**src/rtl/eeld_pkg.sv**
```systemverilog
package eeld_pkg;

    // Sequencer states of the identifier loader
    typedef enum logic [2:0] {
        ST_RESET_WAIT = 3'd0,
        ST_COMMAND    = 3'd1,
        ST_DUMMY      = 3'd2,
        ST_DATA       = 3'd3,
        ST_RELEASE    = 3'd4,
        ST_GAP        = 3'd5,
        ST_DONE       = 3'd6
    } ld_state_e;

    // Fixed command framing: leading marker bit and two-bit read code
    localparam logic       CMD_START_BIT = 1'b1;
    localparam logic [1:0] CMD_READ_CODE = 2'b10;
    localparam int         CMD_HDR_W     = 3;

endpackage

```
**src/rtl/eeld_sk_gen.sv**
```systemverilog
module eeld_sk_gen #(
    parameter int HALF_DIV = 2
) (
    input  logic clk,
    input  logic rst_n,
    output logic sk,
    output logic rise_tick,
    output logic fall_tick
);
    localparam int CNT_W = (HALF_DIV > 1) ? $clog2(HALF_DIV) : 1;

    logic term;

    generate
        if (HALF_DIV == 1) begin : g_every_cycle
            assign term = 1'b1;
        end else begin : g_divided
            logic [CNT_W-1:0] cnt;
            always_ff @(posedge clk or negedge rst_n) begin
                if (!rst_n) begin
                    cnt <= '0;
                end else if (term) begin
                    cnt <= '0;
                end else begin
                    cnt <= cnt + 1'b1;
                end
            end
            assign term = (cnt == CNT_W'(HALF_DIV - 1));
        end
    endgenerate

    always_ff @(posedge clk or negedge rst_n) begin
        if (!rst_n) begin
            sk <= 1'b0;
        end else if (term) begin
            sk <= ~sk;
        end
    end

    // Tick asserted in the cycle whose closing edge moves sk
    assign rise_tick = term & ~sk;
    assign fall_tick = term &  sk;

endmodule

```
**src/rtl/eeld_cmd_serializer.sv**
```systemverilog
module eeld_cmd_serializer
    import eeld_pkg::*;
#(
    parameter int ADDR_W = 6,
    parameter int IDX_W  = 4
) (
    input  logic [ADDR_W-1:0] word_addr,
    input  logic [IDX_W-1:0]  bit_idx,
    output logic              cmd_bit
);
    localparam int CMD_W = CMD_HDR_W + ADDR_W;

    logic [CMD_W-1:0] cmd_word;

    assign cmd_word = {CMD_START_BIT, CMD_READ_CODE, word_addr};

    // Index 0 selects the most significant (first transmitted) bit
    always_comb begin
        cmd_bit = 1'b0;
        for (int i = 0; i < CMD_W; i++) begin
            if (bit_idx == IDX_W'(i)) begin
                cmd_bit = cmd_word[CMD_W-1-i];
            end
        end
    end

endmodule

```
**src/rtl/eeld_id_assembler.sv**
```systemverilog
module eeld_id_assembler #(
    parameter int WORD_W    = 16,
    parameter int NUM_WORDS = 2
) (
    input  logic                            clk,
    input  logic                            rst_n,
    input  logic                            shift_en,
    input  logic                            bit_in,
    input  logic                            publish,
    output logic [NUM_WORDS-1:0][WORD_W-1:0] id_words
);
    localparam int TOTAL_W = WORD_W * NUM_WORDS;

    logic [TOTAL_W-1:0] collect_q;

    // Right shift: the earliest sample ends in bit 0
    always_ff @(posedge clk or negedge rst_n) begin
        if (!rst_n) begin
            collect_q <= '0;
        end else if (shift_en) begin
            collect_q <= {bit_in, collect_q[TOTAL_W-1:1]};
        end
    end

    genvar w;
    generate
        for (w = 0; w < NUM_WORDS; w++) begin : g_word
            always_ff @(posedge clk or negedge rst_n) begin
                if (!rst_n) begin
                    id_words[w] <= '0;
                end else if (publish) begin
                    id_words[w] <= collect_q[w*WORD_W +: WORD_W];
                end
            end
        end
    endgenerate

endmodule

```
**src/rtl/eeprom_id_loader.sv**
```systemverilog
module eeprom_id_loader
    import eeld_pkg::*;
#(
    parameter int HALF_DIV  = 2,
    parameter int ADDR_W    = 6,
    parameter int WORD_W    = 16,
    parameter int BASE_ADDR = 0
) (
    input  logic              clk,
    input  logic              rst_n,
    output logic              ee_cs,
    output logic              ee_sk,
    output logic              ee_di,
    input  logic              ee_do,
    output logic [WORD_W-1:0] id_word0,
    output logic [WORD_W-1:0] id_word1,
    output logic              load_done
);
    localparam int NUM_WORDS = 2;
    localparam int CMD_W     = CMD_HDR_W + ADDR_W;
    localparam int MAX_CNT   = (CMD_W > WORD_W) ? CMD_W : WORD_W;
    localparam int BIT_W     = $clog2(MAX_CNT + 1);
    localparam int WIDX_W    = $clog2(NUM_WORDS);

    ld_state_e           state_q, state_n;
    logic [BIT_W-1:0]    bit_cnt_q, bit_cnt_n;
    logic [WIDX_W-1:0]   word_idx_q, word_idx_n;

    logic                sk_rise, sk_fall;
    logic                cmd_bit;
    logic [BIT_W-1:0]    ser_idx;
    logic [ADDR_W-1:0]   word_addr;
    logic                shift_en, publish, last_word;
    logic [NUM_WORDS-1:0][WORD_W-1:0] id_words;

    // Serial clock and its edge ticks
    eeld_sk_gen #(.HALF_DIV(HALF_DIV)) sk_gen_i (
        .clk       (clk),
        .rst_n     (rst_n),
        .sk        (ee_sk),
        .rise_tick (sk_rise),
        .fall_tick (sk_fall)
    );

    // Command bit selection
    assign word_addr = ADDR_W'(BASE_ADDR) + ADDR_W'(word_idx_q);
    assign ser_idx   = (state_q == ST_COMMAND) ? bit_cnt_q : '0;

    eeld_cmd_serializer #(.ADDR_W(ADDR_W), .IDX_W(BIT_W)) ser_i (
        .word_addr (word_addr),
        .bit_idx   (ser_idx),
        .cmd_bit   (cmd_bit)
    );

    // Identifier collection
    assign last_word = (word_idx_q == WIDX_W'(NUM_WORDS - 1));
    assign shift_en  = (state_q == ST_DATA) && sk_rise;
    assign publish   = (state_q == ST_RELEASE) && sk_fall && last_word;

    eeld_id_assembler #(.WORD_W(WORD_W), .NUM_WORDS(NUM_WORDS)) asm_i (
        .clk      (clk),
        .rst_n    (rst_n),
        .shift_en (shift_en),
        .bit_in   (ee_do),
        .publish  (publish),
        .id_words (id_words)
    );

    assign id_word0 = id_words[0];
    assign id_word1 = id_words[1];

    // Next-state and counter logic
    always_comb begin
        state_n    = state_q;
        bit_cnt_n  = bit_cnt_q;
        word_idx_n = word_idx_q;
        unique case (state_q)
            ST_RESET_WAIT, ST_GAP: begin
                if (sk_fall) begin
                    state_n   = ST_COMMAND;
                    bit_cnt_n = BIT_W'(1);
                end
            end
            ST_COMMAND: begin
                if (sk_fall) begin
                    if (bit_cnt_q == BIT_W'(CMD_W)) begin
                        state_n = ST_DUMMY;
                    end else begin
                        bit_cnt_n = bit_cnt_q + 1'b1;
                    end
                end
            end
            ST_DUMMY: begin
                if (sk_rise) begin
                    state_n   = ST_DATA;
                    bit_cnt_n = '0;
                end
            end
            ST_DATA: begin
                if (sk_rise) begin
                    if (bit_cnt_q == BIT_W'(WORD_W - 1)) begin
                        state_n = ST_RELEASE;
                    end else begin
                        bit_cnt_n = bit_cnt_q + 1'b1;
                    end
                end
            end
            ST_RELEASE: begin
                if (sk_fall) begin
                    if (last_word) begin
                        state_n = ST_DONE;
                    end else begin
                        state_n    = ST_GAP;
                        word_idx_n = word_idx_q + 1'b1;
                    end
                end
            end
            ST_DONE: begin
                state_n = ST_DONE;
            end
            default: begin
                state_n = ST_RESET_WAIT;
            end
        endcase
    end

    // State register
    always_ff @(posedge clk or negedge rst_n) begin
        if (!rst_n) begin
            state_q    <= ST_RESET_WAIT;
            bit_cnt_q  <= '0;
            word_idx_q <= '0;
        end else begin
            state_q    <= state_n;
            bit_cnt_q  <= bit_cnt_n;
            word_idx_q <= word_idx_n;
        end
    end

    // Registered pin outputs, updated only on falling serial edges
    always_ff @(posedge clk or negedge rst_n) begin
        if (!rst_n) begin
            ee_cs     <= 1'b0;
            ee_di     <= 1'b0;
            load_done <= 1'b0;
        end else if (sk_fall) begin
            unique case (state_q)
                ST_RESET_WAIT, ST_GAP: begin
                    ee_cs <= 1'b1;
                    ee_di <= cmd_bit;
                end
                ST_COMMAND: begin
                    if (bit_cnt_q == BIT_W'(CMD_W)) begin
                        ee_di <= 1'b0;
                    end else begin
                        ee_di <= cmd_bit;
                    end
                end
                ST_RELEASE: begin
                    ee_cs <= 1'b0;
                    ee_di <= 1'b0;
                    if (last_word) begin
                        load_done <= 1'b1;
                    end
                end
                ST_DUMMY, ST_DATA, ST_DONE: begin
                    ee_di <= 1'b0;
                end
                default: begin
                    ee_cs <= 1'b0;
                    ee_di <= 1'b0;
                end
            endcase
        end
    end

endmodule

```
**config.mk**
```make
export PLATFORM = sky130hd
export DESIGN_NAME = eeprom_id_loader
export DESIGN_NICKNAME = d
export VERILOG_FILES = /design/src/rtl/eeld_pkg.sv /design/src/rtl/eeld_sk_gen.sv /design/src/rtl/eeld_cmd_serializer.sv /design/src/rtl/eeld_id_assembler.sv /design/src/rtl/eeprom_id_loader.sv
export SDC_FILE = /design/constraint.sdc
export NUM_CORES = 1
export LEC_CHECK = 0
export CORE_ASPECT_RATIO = 1.75
export CORE_MARGIN = 1
export CORE_UTILIZATION = 40
export CTS_BUF_LIST = sky130_fd_sc_hd__clkbuf_4 sky130_fd_sc_hd__clkbuf_8 sky130_fd_sc_hd__clkbuf_16
export DETAILED_ROUTE_END_ITERATION = 8
export DONT_BUFFER_PORTS = 1
export GPL_TIMING_DRIVEN = 0
export PLACE_DENSITY = 0.65
export SLEW_MARGIN = 25
export SYNTH_ARGS = -nofsm -noshare
export SYNTH_HDL_FRONTEND = slang
export SYNTH_SLANG_ARGS = --single-unit
```
**constraint.sdc**
```tcl
create_clock -name clk -period 5.5 [get_ports clk]
set_input_delay 0.275 -clock clk [delete_from_list [all_inputs] [get_ports clk]]
set_output_delay 0.275 -clock clk [all_outputs]
set_load 0.02 [all_outputs]
```
* Word-level counts from Yosys, hierarchy flattened
Cells that the tools add are included.
** Operators by class
- $add $sub $neg :: 3
- Equal/unequal tests :: 25
- Mux-type cells :: 31
- Bitwise gates (word level) :: 4
- Reduce and logical (&&, ||, !) cells :: 13
** Operators by type and width (number)
- two-way mux 5 bit :: 7
- two-way mux 3 bit :: 7
- == test 5 x 3 -> 1 bit, second input constant :: 4
- one-hot mux 5 bit (4 select lines) :: 1
- one-hot mux 3 bit (6 select lines) :: 1
- == test 5 x 4 -> 1 bit, second input constant :: 3
- inequality test 2 bit, second input constant :: 7
- AND reduction 7 bit :: 2
- two-way mux 1 bit :: 12
- == test 5 x 2 -> 1 bit, second input constant :: 2
- == test 3 bit, second input constant :: 3
- == test 3 x 2 -> 1 bit, second input constant :: 2
- adder 5 x 1 -> 5 bit, second input constant :: 1
- == test 5 x 1 -> 1 bit, second input constant :: 1
- zero test 5 bit :: 1
- inequality test 2 x 1 -> 1 bit, second input constant :: 2
- one-hot mux 1 bit (2 select lines) :: 2
- AND reduction 2 bit :: 2
- nonzero test 4 bit :: 1
- OR reduction 4 bit :: 1
- == test 3 x 1 -> 1 bit, second input constant :: 1
- logical AND 1 bit :: 3
- zero test 3 bit :: 1
- AND reduction 3 bit :: 1
- other kinds (5) :: 8
** Word-level totals
- Register bits :: 78
- Input port bits :: 3
- Output and inout port bits :: 36
- Word-level logic and storage cells :: 87

* Depth between registers and ports, before layout
- Depth in word-level cells :: 14
- Depth in mapped cells :: 7
- Depth with buffers taken out :: 7

* Cells and area by module
Synthesis repeated with hierarchy kept, for this count alone.
** Unflattened totals
- Cell total of the unflattened synthesis :: 235
- Area total of the unflattened synthesis :: 3644.7 µm²
** By module, submodules not included
- eeld_id_assembler :: instances 1, cells each 136, area each 2690.1 µm², seq. area each 1601.5 µm²
- eeprom_id_loader :: instances 1, cells each 82, area each 803.3 µm², seq. area each 300.3 µm²
- eeld_sk_gen :: instances 1, cells each 6, area each 78.8 µm², seq. area each 50.0 µm²
- eeld_cmd_serializer :: instances 1, cells each 11, area each 72.6 µm², seq. area each 0.0 µm²

* Worst setup path before layout
No wires, ideal clock.
- Path type :: reg2reg
- Start :: register bit_cnt_q[0]
- End :: register bit_cnt_q[2]
- Library setup time :: 87 ps
- Arrival time :: 1725 ps
- Required time :: 5413 ps
- Slack :: 3688 ps
- Stages on the path, launching flop included :: 8
- Buffers on the path :: 0
- Period minus slack after synthesis :: 1812 ps
- Path through :: dfrtp_1 -> ha_1 -> and3_1 -> ha_1 -> nand2_1 -> a21boi_1 -> nand4_1 -> o211ai_1
** Between the ends
- Word-level cells in the longest chain between the ends :: 4
- Elaborated cells on any way between the ends :: 11
- Those cells by class :: 1 x add/sub; 4 x eq/ne; 5 x mux; 1 x reduce/logical
** Ends and longest elaborated chain
- from (decl) :: line eeprom_id_loader.sv:26 : logic [BIT_W-1:0] bit_cnt_q, bit_cnt_n;
- from (signal assigned) :: line eeprom_id_loader.sv:135 : bit_cnt_q <= bit_cnt_n;
- adder 5 x 1 -> 5 bit :: line eeprom_id_loader.sv:89, eeprom_id_loader.sv:104
- two-way mux 5 bit, on equally long branches :: line eeprom_id_loader.sv:101, eeprom_id_loader.sv:86
- two-way mux 5 bit, on equally long branches :: line eeprom_id_loader.sv:100, eeprom_id_loader.sv:85
- one-hot mux 5 bit (4 select lines) :: line eeprom_id_loader.sv:77 : unique case (state_q)
Parallel ways exist; a longest one is shown, timed or not. The select of a mux whose other input is x is not followed.
A chain may end at the register's enable or synchronous reset.

* Worst setup path in the final report
Ends and elaborated chain as after synthesis.

==> impl_metrics.env <==
export IMPL_r2r_end="bit_cnt_q[2]"
export IMPL_critPathCapture="bit_cnt_q[2]"
export IMPL_portBuffers=0
export IMPL_synthArstFlopShare_pct=100
export IMPL_cap_violations=0
export IMPL_fin_nets=248
export IMPL_rrSetupSlack_ps=3380
export IMPL_crit_top_cell="ha_1"
export IMPL_worst_setup_path_end_kind="register"
export IMPL_cts_buffers=9
export IMPL_die_x_um=70.6
export IMPL_postRouteAntennaNets=0
export IMPL_crit_cells=7
export IMPL_rsz0062_at_grt="false"
export IMPL_fp_coreArea_sq_um=7960
export IMPL_path_max_fanout=7
export IMPL_overflow=0
export IMPL_period_minus_slack_ps=2120
export IMPL_grt_pass1_vias=1935
export IMPL_fin_skew_ps=4.86
export IMPL_grt_max_degree=79
export IMPL_gp_congestion=0.804
export IMPL_hold_path_class="in2reg"
export IMPL_area_delta_synth_final_pct=14.3
export IMPL_crit_start="bit_cnt_q[0]"
export IMPL_power_total_mw=1.22
export IMPL_tightest_slew_ps=375
export IMPL_seq_area_sq_um=1950
export IMPL_arrival_ps=2370
export IMPL_synth_seq_area_share_pct=59.2
export IMPL_crit_reg2reg_launch="bit_cnt_q[0]"
export IMPL_num_rows=43
export IMPL_cts_buffer_depth=2
export IMPL_cts_sinks=78
export IMPL_violations="design-rule violations"
export IMPL_crit_chain="ha_1 > and3_1 > ha_1 > nand2_1 > a21boi_1 > nand4_1 > o211ai_1"
export IMPL_insertedDiodeCount=0
export IMPL_p_per_area_nw_per_um2=325
export IMPL_slowest_stage="dfrtp_1"
export IMPL_max_freq_mhz=472
export IMPL_dp_hpwl_um=3810
export IMPL_mostFrequentLayoutCells="dfrtp_1, mux2_2, clkbuf_16, nand2_1"
export IMPL_setup_violations=0
export IMPL_die_area_sq_um=8620
export IMPL_setup_ws_ps=3380
export IMPL_ios=39
export IMPL_firstDrtPassIters=5
export IMPL_cts_root_buffer="clkbuf_16"
export IMPL_ir_drop_mv=0.249
export IMPL_ys_seq_elements=78
export IMPL_worstSetupPathType="reg2reg"
export IMPL_timing_final_max_slew_violations=0
export IMPL_setup_tns_ps=0
export IMPL_clk_pin_slew_ps=60
export IMPL_drive_gt1_share_pct=39.0
export IMPL_utilization_pct=47.3
export IMPL_p_leak_nw=1.89
export IMPL_synth_cells=229
export IMPL_wirelength_um=5740
export IMPL_grt_first_pass_wirelength_um=9690
export IMPL_drc=2
export IMPL_antenna_found_initial=0
export IMPL_final_common_cell="dfrtp_1"
export IMPL_nFillCells=705
export IMPL_cts_tree="done"
export IMPL_initial_core_util_pct=41.4
export IMPL_start_kind="register"
export IMPL_die_height_um=122
export IMPL_ff2ff_path_depth=7
export IMPL_synthDistinctLibCells=45
export IMPL_multi_input_area_sq_um=1240
export IMPL_finalHoldViolations=0
export IMPL_netlist_area_sq_um=3300
export IMPL_synth_edf_count=0
export IMPL_path_delay_family="simple AND/OR/NAND/NOR gates"
export IMPL_slew_headroom_pct=75.0
export IMPL_num_vias=1837
export IMPL_grt_use_total_pct=14.9
export IMPL_htreeDepth=3
export IMPL_drt_iter0_markers=76
export IMPL_syn_nets=235
export IMPL_status="finished with violations"
export IMPL_critPathRequiredTime_ps=5750
export IMPL_min_period_over_period_pct=38.5
export IMPL_post_place_ws_ps=3390
export IMPL_synth_avg_cell_area_sq_um=14.4
export IMPL_ys_flop_type="dfrtp_1"
export IMPL_ctsResizeCount=0
export IMPL_yosys_warnings=0
export IMPL_path_buf_inv=0
export IMPL_max_stage_delay_ps=460
export IMPL_clk_latency_ps=330
export IMPL_vias_per_cell=5.47
export IMPL_routedWlPerCell_um=17.1
[through the flow]
step | hold slack [ps] | cells | instance area (sq um)
finish | 82.2 | 336 | 3770
global route | 68.8 | 336 | 3770
detailed placement | -19.0 | 319 | 3410
global placement | -19.2 | 319 | 3410
CTS | 64.4 | 336 | 3770
floorplan | -20.6 | 229 | 3300
[layout make-up]
class | instances | area share (%)
Tap cell | 90 | 2.99
Inverter | 6 | 0.597
Sequential cell | 78 | 51.8
Clock inverter | 3 | 1.83
Buffer | 11 | 2.26
Multi-Input combinational cell | 134 | 32.8
Timing Repair Buffer | 2 | 0.996
Clock buffer | 12 | 6.74
[how the worst min path moves through the flow]
stage	cells after the start	slack [ps]	end	start
6_report	1	80	asm_i.collect_q[31]	ee_do
2_1_floorplan	0	-20	asm_i.collect_q[0]	rst_n
5_1_grt	1	70	asm_i.collect_q[31]	ee_do
4_1_cts	1	60	asm_i.collect_q[31]	ee_do
3_3_place_gp	0	-20	asm_i.id_words[9]	rst_n
3_5_place_dp	0	-20	asm_i.id_words[10]	rst_n
[cells in the mapped netlist (all sizes together) (2+ instances only)]
cell type | number | area share, %
mux2 | 65 | 23
a31oi | 2 | 0.38
o2bb2ai | 2 | 0.53
buf | 11 | 2.6
a21oi | 3 | 0.46
ha | 3 | 1.1
nand2 | 8 | 1.1
o211ai | 2 | 0.46
o21ai | 5 | 0.87
nand2b | 6 | 1.1
nand3 | 4 | 0.99
a211oi | 2 | 0.46
inv | 6 | 0.68
nor2 | 2 | 0.23
o31ai | 3 | 0.68
o22ai | 2 | 0.38
a41oi | 2 | 0.53
nor2b | 4 | 0.76
nor3 | 3 | 0.80
nand4 | 2 | 0.57
dfrtp | 78 | 59
[sequential cells by signal, summed over array words and instances (netlist names)]
register,count
sk_gen_i.sk,1
asm_i.collect_q,32
state_q,3
last_word,1
bit_cnt_q,5
ee_cs,1
ee_di,1
asm_i.id_words,32
sk_gen_i.g_divided.cnt,1
load_done,1
[cell families (layout without fill, tap and decap cells)]
kind of cell	Yosys count	in the layout	synth area share [%]
simple gates	35	35	7.02
mux	65	65	22.7
xor+xnor	2	2	0.531
buf+inv	17	34	3.26
fa+ha+maj	3	3	1.14
flops	78	78	59.2
compound gates	29	29	6.19
[report_power, final]
part / internal [mW] / leakage, nW / total (mW) / switching, mW
clock: 0.418 / 0.160 / 0.635 / 0.217
sequential: 0.575 / 1.06 / 0.575 / 0.000500
combinational: 0.00324 / 0.672 / 0.0145 / 0.0112
total: 0.996 / 1.89 / 1.22 / 0.229
[metal layers]
layer  global-route usage, %  part of all wire (%)  vias to the layer above
li1                        -                     -                      853
met3                    5.54                   4.1                        7
met1                    16.8                    41                      948
met2                    24.6                    52                       29
met5                       0                     0                        -
met4                    7.50                   2.0                        0
[repair_timing]
item | CTS | global route
endpoints found under the hold margin | 78 | 0
hold buffers | 2 | 0
setup endpoints to repair | 0 | 0
buffers inserted | 0 | 0
[worst register-to-register path: stages, from the launching register on]
cell and delay (ps):
dfrtp_1 460, ha_1 260, and3_1 190, ha_1 200
nand2_1 170, a21boi_1 340, nand4_1 210, o211ai_1 210
Note: power is estimated with default switching activity, not from simulation.
